`src/rtl/smc_strobe_pkg.sv`:
```
package smc_strobe_pkg;

  // Width of every phase counter and of each decoded duration.
  localparam int PH_CNT_W = 6;

  // Field layout of the packed timing word.
  localparam int RD_SU_LSB  = 16;
  localparam int WR_ACC_LSB = 8;
  localparam int WR_HLD_LSB = 4;
  localparam int WR_SU_LSB  = 0;
  localparam int SU_W       = 3;
  localparam int ACC_W      = 6;
  localparam int HLD_W      = 3;

  typedef enum logic [1:0] {
    PH_IDLE   = 2'd0,
    PH_SETUP  = 2'd1,
    PH_ACCESS = 2'd2,
    PH_HOLD   = 2'd3
  } phase_e;

  typedef struct packed {
    logic [PH_CNT_W-1:0] setup;
    logic [PH_CNT_W-1:0] access;
    logic [PH_CNT_W-1:0] hold;
  } phase_times_t;

endpackage

```
`src/rtl/smc_strobe_decode.sv`:
```
module smc_strobe_decode
  import smc_strobe_pkg::*;
#(
  parameter int CFG_W     = 32,
  parameter int RD_ACCESS = 4,
  parameter int RD_HOLD   = 1
) (
  input  logic [CFG_W-1:0] cfg,
  input  logic             is_write,
  output phase_times_t     times,
  output logic             bad_access
);

  localparam logic [PH_CNT_W-1:0] RD_ACC_C = PH_CNT_W'(RD_ACCESS);
  localparam logic [PH_CNT_W-1:0] RD_HLD_C = PH_CNT_W'(RD_HOLD);

  logic [SU_W-1:0]  rd_su_f;
  logic [SU_W-1:0]  wr_su_f;
  logic [ACC_W-1:0] wr_acc_f;
  logic [HLD_W-1:0] wr_hld_f;

  assign rd_su_f  = cfg[RD_SU_LSB  +: SU_W];
  assign wr_su_f  = cfg[WR_SU_LSB  +: SU_W];
  assign wr_acc_f = cfg[WR_ACC_LSB +: ACC_W];
  assign wr_hld_f = cfg[WR_HLD_LSB +: HLD_W];

  // Wrapped setup code: zero stands for the longest setup.
  function automatic logic [PH_CNT_W-1:0] su_len(input logic [SU_W-1:0] f);
    if (f == '0) su_len = PH_CNT_W'(1 << SU_W);
    else         su_len = PH_CNT_W'(f);
  endfunction

  always_comb begin
    bad_access = 1'b0;
    if (is_write) begin
      times.setup = su_len(wr_su_f);
      times.hold  = PH_CNT_W'(wr_hld_f);
      if (wr_acc_f == '0) begin
        times.access = PH_CNT_W'(1);
        bad_access   = 1'b1;
      end else begin
        times.access = PH_CNT_W'(wr_acc_f);
      end
    end else begin
      times.setup  = su_len(rd_su_f);
      times.access = RD_ACC_C;
      times.hold   = RD_HLD_C;
    end
  end

endmodule

```
`src/rtl/smc_strobe_counter.sv`:
```
module smc_strobe_counter #(
  parameter int W = 6
) (
  input  logic         clk,
  input  logic         rst,
  input  logic         load,
  input  logic [W-1:0] load_val,
  output logic         zero
);

  logic [W-1:0] cnt_q;

  always_ff @(posedge clk) begin
    if (rst)           cnt_q <= '0;
    else if (load)     cnt_q <= load_val;
    else if (!zero)    cnt_q <= cnt_q - W'(1);
  end

  assign zero = (cnt_q == '0);

endmodule

```
`src/rtl/smc_strobe_seq.sv`:
```
module smc_strobe_seq
  import smc_strobe_pkg::*;
#(
  parameter int CFG_W     = 32,
  parameter int RD_ACCESS = 4,
  parameter int RD_HOLD   = 1
) (
  input  logic             clk,
  input  logic             rst,
  input  logic             req,
  input  logic             req_write,
  input  logic [CFG_W-1:0] timing,
  output logic             oe_n,
  output logic             rd_n,
  output logic             wr_n,
  output logic             done,
  output logic             cfg_err
);

  localparam logic [PH_CNT_W-1:0] ONE = PH_CNT_W'(1);

  phase_e       phase_q;
  phase_times_t live_t;
  phase_times_t held_t;
  logic         live_bad;
  logic         write_q;
  logic         accept;
  logic         cnt_load;
  logic [PH_CNT_W-1:0] cnt_val;
  logic         cnt_zero;

  smc_strobe_decode #(
    .CFG_W     (CFG_W),
    .RD_ACCESS (RD_ACCESS),
    .RD_HOLD   (RD_HOLD)
  ) i_decode (
    .cfg        (timing),
    .is_write   (req_write),
    .times      (live_t),
    .bad_access (live_bad)
  );

  smc_strobe_counter #(
    .W (PH_CNT_W)
  ) i_counter (
    .clk      (clk),
    .rst      (rst),
    .load     (cnt_load),
    .load_val (cnt_val),
    .zero     (cnt_zero)
  );

  assign accept = req && (phase_q == PH_IDLE);

  // Counter reload at each phase boundary; loaded value is length minus one.
  always_comb begin
    cnt_load = 1'b0;
    cnt_val  = '0;
    unique case (phase_q)
      PH_IDLE: if (req) begin
        cnt_load = 1'b1;
        cnt_val  = live_t.setup - ONE;
      end
      PH_SETUP: if (cnt_zero) begin
        cnt_load = 1'b1;
        cnt_val  = held_t.access - ONE;
      end
      PH_ACCESS: if (cnt_zero && held_t.hold != '0) begin
        cnt_load = 1'b1;
        cnt_val  = held_t.hold - ONE;
      end
      PH_HOLD: ;
      default: ;
    endcase
  end

  always_ff @(posedge clk) begin
    if (rst) begin
      phase_q <= PH_IDLE;
      held_t  <= '0;
      write_q <= 1'b0;
      oe_n    <= 1'b1;
      rd_n    <= 1'b1;
      wr_n    <= 1'b1;
      done    <= 1'b0;
      cfg_err <= 1'b0;
    end else begin
      done <= 1'b0;
      unique case (phase_q)
        PH_IDLE: if (accept) begin
          held_t  <= live_t;
          write_q <= req_write;
          oe_n    <= 1'b0;
          phase_q <= PH_SETUP;
          if (req_write && live_bad) cfg_err <= 1'b1;
        end
        PH_SETUP: if (cnt_zero) begin
          rd_n    <= write_q;
          wr_n    <= !write_q;
          phase_q <= PH_ACCESS;
        end
        PH_ACCESS: if (cnt_zero) begin
          rd_n <= 1'b1;
          wr_n <= 1'b1;
          if (held_t.hold == '0) begin
            oe_n    <= 1'b1;
            done    <= 1'b1;
            phase_q <= PH_IDLE;
          end else begin
            phase_q <= PH_HOLD;
          end
        end
        PH_HOLD: if (cnt_zero) begin
          oe_n    <= 1'b1;
          done    <= 1'b1;
          phase_q <= PH_IDLE;
        end
        default: phase_q <= PH_IDLE;
      endcase
    end
  end

endmodule

```
`config.mk`:
```
export PLATFORM = sky130hd
export DESIGN_NAME = smc_strobe_seq
export DESIGN_NICKNAME = d
export VERILOG_FILES = /design/src/rtl/smc_strobe_pkg.sv /design/src/rtl/smc_strobe_decode.sv /design/src/rtl/smc_strobe_counter.sv /design/src/rtl/smc_strobe_seq.sv
export SDC_FILE = /design/constraint.sdc
export NUM_CORES = 1
export LEC_CHECK = 0
export BUFFER_PORTS_ARGS = -buffer_cell sky130_fd_sc_hd__buf_2
export CAP_MARGIN = 10
export CORE_MARGIN = 5
export CORE_UTILIZATION = 35
export DETAILED_ROUTE_END_ITERATION = 10
export PLACE_DENSITY = 0.67
export SKIP_LAST_GASP = 1
export SLEW_MARGIN = 20
export SYNTH_ARGS = -nofsm -noshare
export SYNTH_HDL_FRONTEND = slang
export SYNTH_HIERARCHICAL = 1
export SYNTH_SLANG_ARGS = --single-unit
```
`constraint.sdc`:
```
create_clock -name clk -period 3.4 [get_ports clk]
set_input_delay 0.51 -clock clk [delete_from_list [all_inputs] [get_ports clk]]
set_output_delay 0.51 -clock clk [all_outputs]
set_load 0.02 [all_outputs]
```
-- Word-level counts from Yosys, hierarchy flattened
Cells that the tools add are included.
- RAM bits: 0
- register bits: 26
- input bits: 36
- bits in latches: 0
- bits in read-only memories: 0
- logic and storage cells: 75
- output and inout port bits: 5
- memories kept: 0
- multiplexer cells: 34
- reduce and logical (&&, ||, !) cells: 18
- divide/modulo/power cells: 0
- $mul: 0
- equality and inequality tests: 9
- $add $sub $neg: 4
- bitwise logic cells: 0
- magnitude comparators: 0
- shift operators: 0
- operator list (cell ; number):
    6-bit 2-to-1 mux ; 6
    6-bit by 1-bit subtractor with 6-bit output, second input constant ; 4
    6-bit logical NOT ; 3
    18-bit 2-to-1 mux ; 1
    6-bit one-hot mux with 3 select lines ; 1
    1-bit 2-to-1 mux ; 13
    2-bit inequality test, second input constant ; 6
    2-bit 2-to-1 mux ; 5
    4-bit 2-to-1 mux ; 2
    2-bit one-hot mux with 4 select lines ; 1
    3-bit logical NOT ; 2
    1-bit one-hot mux with 2 select lines ; 3
    1-bit one-hot mux with 3 select lines ; 2
    3-bit AND reduction ; 2
    6-bit nonzero test ; 1
    5-bit AND reduction ; 1
    2-bit == test, second input constant ; 2
    4-bit AND reduction ; 1
    1-bit logical AND ; 3
    3-bit nonzero test ; 1
    2-bit by 1-bit == test with 1-bit output, second input constant ; 1
    2-bit logical NOT ; 1
    2-bit AND reduction ; 1
    2-bit nonzero test ; 1
    1-bit logical NOT ; 1

-- Logic depth before layout (Yosys ltp)
- word-level depth: 7
- mapped depth: 12
- depth with buffers taken out: 11

-- Modules after synthesis
Netlist, hierarchy kept.
- by module, submodules not included (module ; times used ; area each (sq um) ; cells an instance):
    smc_strobe_seq ; 1 ; 1218.7 ; 158
    smc_strobe_counter ; 1 ; 372.9 ; 45
    smc_strobe_decode ; 1 ; 185.2 ; 26

-- Worst setup path before layout
No wires, ideal clock.
- kind: register -> register
- start: reg i_counter.cnt_q[0]
- end: reg i_counter.cnt_q[1]
- library setup time: 129 ps
- data arrival time: 2426 ps
- clock period less this slack: 2556 ps
- slack: 844 ps
- cell stages (with the launch flop): 13
- buffers on the path: 1
- cell sequence: dfxtp_1 -> inv_1 -> ha_1 -> or4b_4 -> or2_4 -> inv_1 -> and2_0 -> nor3_1 -> nor2_1 -> clkbuf_1 -> inv_1 -> o22ai_1 -> a311oi_1
- word-level cells in the longest chain between the ends: 5
- RTL lines (what ; line ; source):
    start, declared ; smc_strobe_counter.sv:11 ; logic [W-1:0] cnt_q;
    start signal, assigned ; smc_strobe_counter.sv:15 ; else if (load) cnt_q <= load_val;
    start signal, assigned ; smc_strobe_counter.sv:16 ; else if (!zero) cnt_q <= cnt_q - W'(1);
    6-bit logical NOT (*) ; smc_strobe_counter.sv:19 ; assign zero = (cnt_q == '0);
    named net cnt_zero ; smc_strobe_seq.sv:30 ; logic cnt_zero;
    1-bit logical AND ; smc_strobe_seq.sv:68 ; PH_ACCESS: if (cnt_zero && held_t.hold != '0) begin
    1-bit 2-to-1 mux ; smc_strobe_seq.sv:68 ;
    1-bit one-hot mux with 3 select lines (*) ; smc_strobe_seq.sv:59 ; unique case (phase_q)
    named net cnt_load ; smc_strobe_seq.sv:28 ; logic cnt_load;
    2-bit inequality test (no line) / 6-bit 2-to-1 mux (equally long branches) ; -- ;
The timed path passes the listed nets; every way through them passes the cells marked *. The select of a mux whose other input is x is not followed.
A chain may end at the register's enable or synchronous reset.

-- Worst setup path after layout
Same ends and word-level chain as after synthesis.

==> summary.md <==
| Metric | Value |
|---|---|
| Max_slew headroom | `between 50% and 60%` |
| RSZ-0062 raised after global routing | `false` |
| # DRC | `0` |
| Crit path kind | `reg2reg` |
| H-tree levels | `1` |
| Gr ovfl total | `0` |
| Resized Gates After CTS | `0` |
| P&R area growth vs syn | `11.76%` |
| Worst Skew | `0.001671 ns` |
| Core area | `5010 um2` |
| Die area | `6602 um2` |
| Worst Min Path Start | `write_q` |
| Startpoint Class | `flop` |
| Setup bufs post-CTS | `0` |
| Fin nets | `about 290` |
| Clock latency on the worst-skew pair | `around 0.28 ns` |
| Clock root cell | `clkbuf_8` |
| Number of diodes | `0` |
| Most common cell after layout, fill and taps aside | `nand2_1` |
| Largest net degree at the start of global routing | `30` |
| Final Slew Violations | `0` |
| Initial core utilization | `35.46%` |
| Die W | `81.25 um` |
| Cells after Synth | `around 230` |
| Number of global-route vias before repair | `1447` |
| Most frequent cells in the layout | `30 x nand2_1, 26 x dfxtp_1, 23 x buf_2` |
| Clock buffer count from CTS | `3` |
| Wire per inst | `11.75 um` |
| First-pass GRT wire length | `approximately 6500 um` |
| CTS tree | `done` |
| Fillers | `553` |
| R2r endpoint | `i_counter/cnt_q[1]` |
| Min-delay worst type | `reg2reg` |
| Unique masters post-synth | `49` |
| Min Tclk post-route | `2.781 ns` |
| Rows | `26` |
| Most used DFF post-synth | `dfxtp_1` |
| Post-synthesis mux area share | `1.901%` |
| Outcome | `finished, final reports clean` |
| Final hold violations | `0` |
| Setup TNS | `0 ns` |
| Main combinational cell family by area after synthesis | `simple AND/OR/NAND/NOR gates` |
| P per Cell Area | `around 710 nW/um2` |
| Layout cells sized above 1 | `15.92%` |
| Post-DP Area | `1914 um2` |
| Synth Area in Adders | `under 10%` |
| CP Max Fanout | `11` |
| Pre-antenna DRT Iters | `6` |
| GRT Total Usage | `12.17%` |
| FF-to-FF Start | `i_counter/cnt_q[0]` |
| Placer congestion estimate | `0.8332` |
| Leakage | `between 0.8 and 0.9 nW` |
| Worst Path Arrival | `between 2 and 3 ns` |
| WHS Endpoint | `write_q` |
| Reg2Reg Depth | `12` |
| Reg2Reg Setup Slack | `0.62 ns` |
| Initial antenna violation count | `0` |
| Via density | `~5` |
| Compound-cell area share of the yosys netlist | `22.18%` |
| Worst Path Required | `3.60 ns` |
| Hold depth | `2` |
| Syn_area_per_cell | `7.759 um2` |
| Top achievable clock speed | `359.5 MHz` |
| Chip Height | `81.25 um` |
| Part of the cycle the worst path needs | `between 80 and 90%` |
| Ys async rst share | `0%` |
| Post-synthesis xor/xnor area fraction | `3.944%` |
| Crit end category | `flop` |
| # clock sinks | `26` |
| Post-route ant nets | `0` |
| YS warnings | `6` |
| HPWL Detailed | `2833 um` |
| Crit path top cell by count | `inv_1` |
| Sequential share of the synthesized area | `29.30%` |
| Endpoints failing setup | `0` |
| Vias | `1563` |
| Final Instance Area | `1986 um2` |
| Post-Synthesis Cell Area | `~1800 um2` |
| Simple-Gate Fraction of Synth Area | `26.20%` |
| Ports | `41` |
| Clk buf depth | `2` |
| Buffers added on ports | `23` |
| Slowest library cell on the worst path | `or4b_4` |
| Post-synth EDFFs | `0` |
| Actual slew at the worst max-slew pin | `0.6497 ns` |
| Hold_buf cts | `0` |
| Drt total wl | `3701 um` |
| Initial DRC Count | `between 80 and 90` |
| #FFs+latches synth | `26` |
| Clock slew at reported path FFs | `0.09 ns` |
| CP Cell Sequence | `inv_1, ha_1, or4b_4, or2_4, inv_1, and2_0, nor3_1, nor2_1, buf_4, or3_1, o22ai_1, a311oi_1` |
| Peak supply drop | `218.8 uV` |
| Max Cap Violations | `0` |
| Slowest stage delay, CP | `0.49 ns` |
[metal layers]
layer  share of wire [%]  vias up  track usage, %
met5                   0        -               0
met4                 1.0        0           2.872
met3                 3.6        2           2.217
met2                  49       23           21.84
met1                  46      712           14.95
li1                    -      826               -
[stage by stage]
| step | total power [mW] | setup WS (ns) | utilization (%) | hold slack, ns | instances |
|---|---|---|---|---|---|
| floorplan | 1.004 | 0.8444 | - | 0.4495 | 233 |
| global placement | 1.130 | 0.6722 | 38.21 | 0.4537 | 311 |
| detailed placement | 1.150 | 0.6254 | 38.21 | 0.4685 | 311 |
| CTS | 1.417 | 0.6257 | 39.64 | 0.4828 | 315 |
| global route | 1.542 | 0.3292 | 39.64 | 0.5076 | 315 |
| finish | 1.408 | 0.6187 | 39.64 | 0.4784 | 315 |
[kinds of logic (layout without fill, tap and decap cells)]
family	after synthesis	after routing
AOI/OAI and AO/OA	58	58
DFF	26	26
xor gates and xnor gates	8	8
muxes	3	3
buffers and inverters	33	45
other	1	5
adders and majority gates	11	11
and+or+nand+nor	89	89
[power breakdown]
part	switching (mW)	leakage [nW]	internal (mW)
clock network	0.105	0.0357	0.158
logic	0.399	0.564	0.300
registers	0.0671	0.213	0.379
total	0.571	0.813	0.836
[registers in the layout, indices dropped and copies added (netlist names)]
signal and cells:
cfg_err 1, done 1, wr_n 1, write_q 1, phase_q 2, held_t 12, rd_n 1, i_counter/cnt_q 6
oe_n 1
[synth_stat cells (all sizes together) (3+ instances only)]
| master | n | area (um2) |
|---|---|---|
| mux2 | 3 | 33.78 |
| nor3b | 4 | 30.03 |
| and2 | 8 | 50.05 |
| or4 | 4 | 33.78 |
| buf | 8 | 57.55 |
| nand2b | 5 | 31.28 |
| nor4 | 3 | 18.77 |
| o21a | 4 | 30.03 |
| nand2 | 30 | 112.6 |
| or3 | 4 | 25.02 |
| a31oi | 5 | 31.28 |
| nor3 | 10 | 50.05 |
| nor2 | 13 | 48.80 |
| o21ai | 8 | 43.79 |
| clkbuf | 8 | 30.03 |
| a21oi | 19 | 95.09 |
| a222oi | 3 | 30.03 |
| ha | 11 | 137.6 |
| xor2 | 7 | 61.31 |
| dfxtp | 26 | 520.5 |
| inv | 17 | 63.81 |
[area by class of cell]
type | instances | area, um2 | share of cell area, %
Multi-Input combinational cell | 174 | 1120 | 56.40
Clock buffer | 3 | 41.29 | 2.079
Clock inverter | 1 | 30.03 | 1.512
Sequential cell | 26 | 520.5 | 26.21
Timing Repair Buffer | 24 | 122.6 | 6.175
Inverter | 17 | 63.81 | 3.214
Tap cell | 70 | 87.58 | 4.411
[worst max path at each step]
stage,from,end,slack [ns],cells after the start
detailed placement,i_counter/cnt_q[0],i_counter/cnt_q[1],0.63,12
finish,i_counter/cnt_q[0],i_counter/cnt_q[1],0.62,12
floorplan,i_counter/cnt_q[0],i_counter/cnt_q[1],0.84,12
global placement,i_counter/cnt_q[0],i_counter/cnt_q[1],0.67,12
global route,i_counter/cnt_q[0],i_counter/cnt_q[1],0.33,12
CTS,i_counter/cnt_q[0],i_counter/cnt_q[1],0.63,12
[critical path, delay by kind of cell (launching register included)]
kind	cells	cell delay (ns)
AOI/OAI and AO/OA	2	0.28
adders and majority gates	1	0.19
buffers and inverters	3	0.47
DFF	1	0.34
and+or+nand+nor	6	1.42
Power figures use the tool's default switching activity.
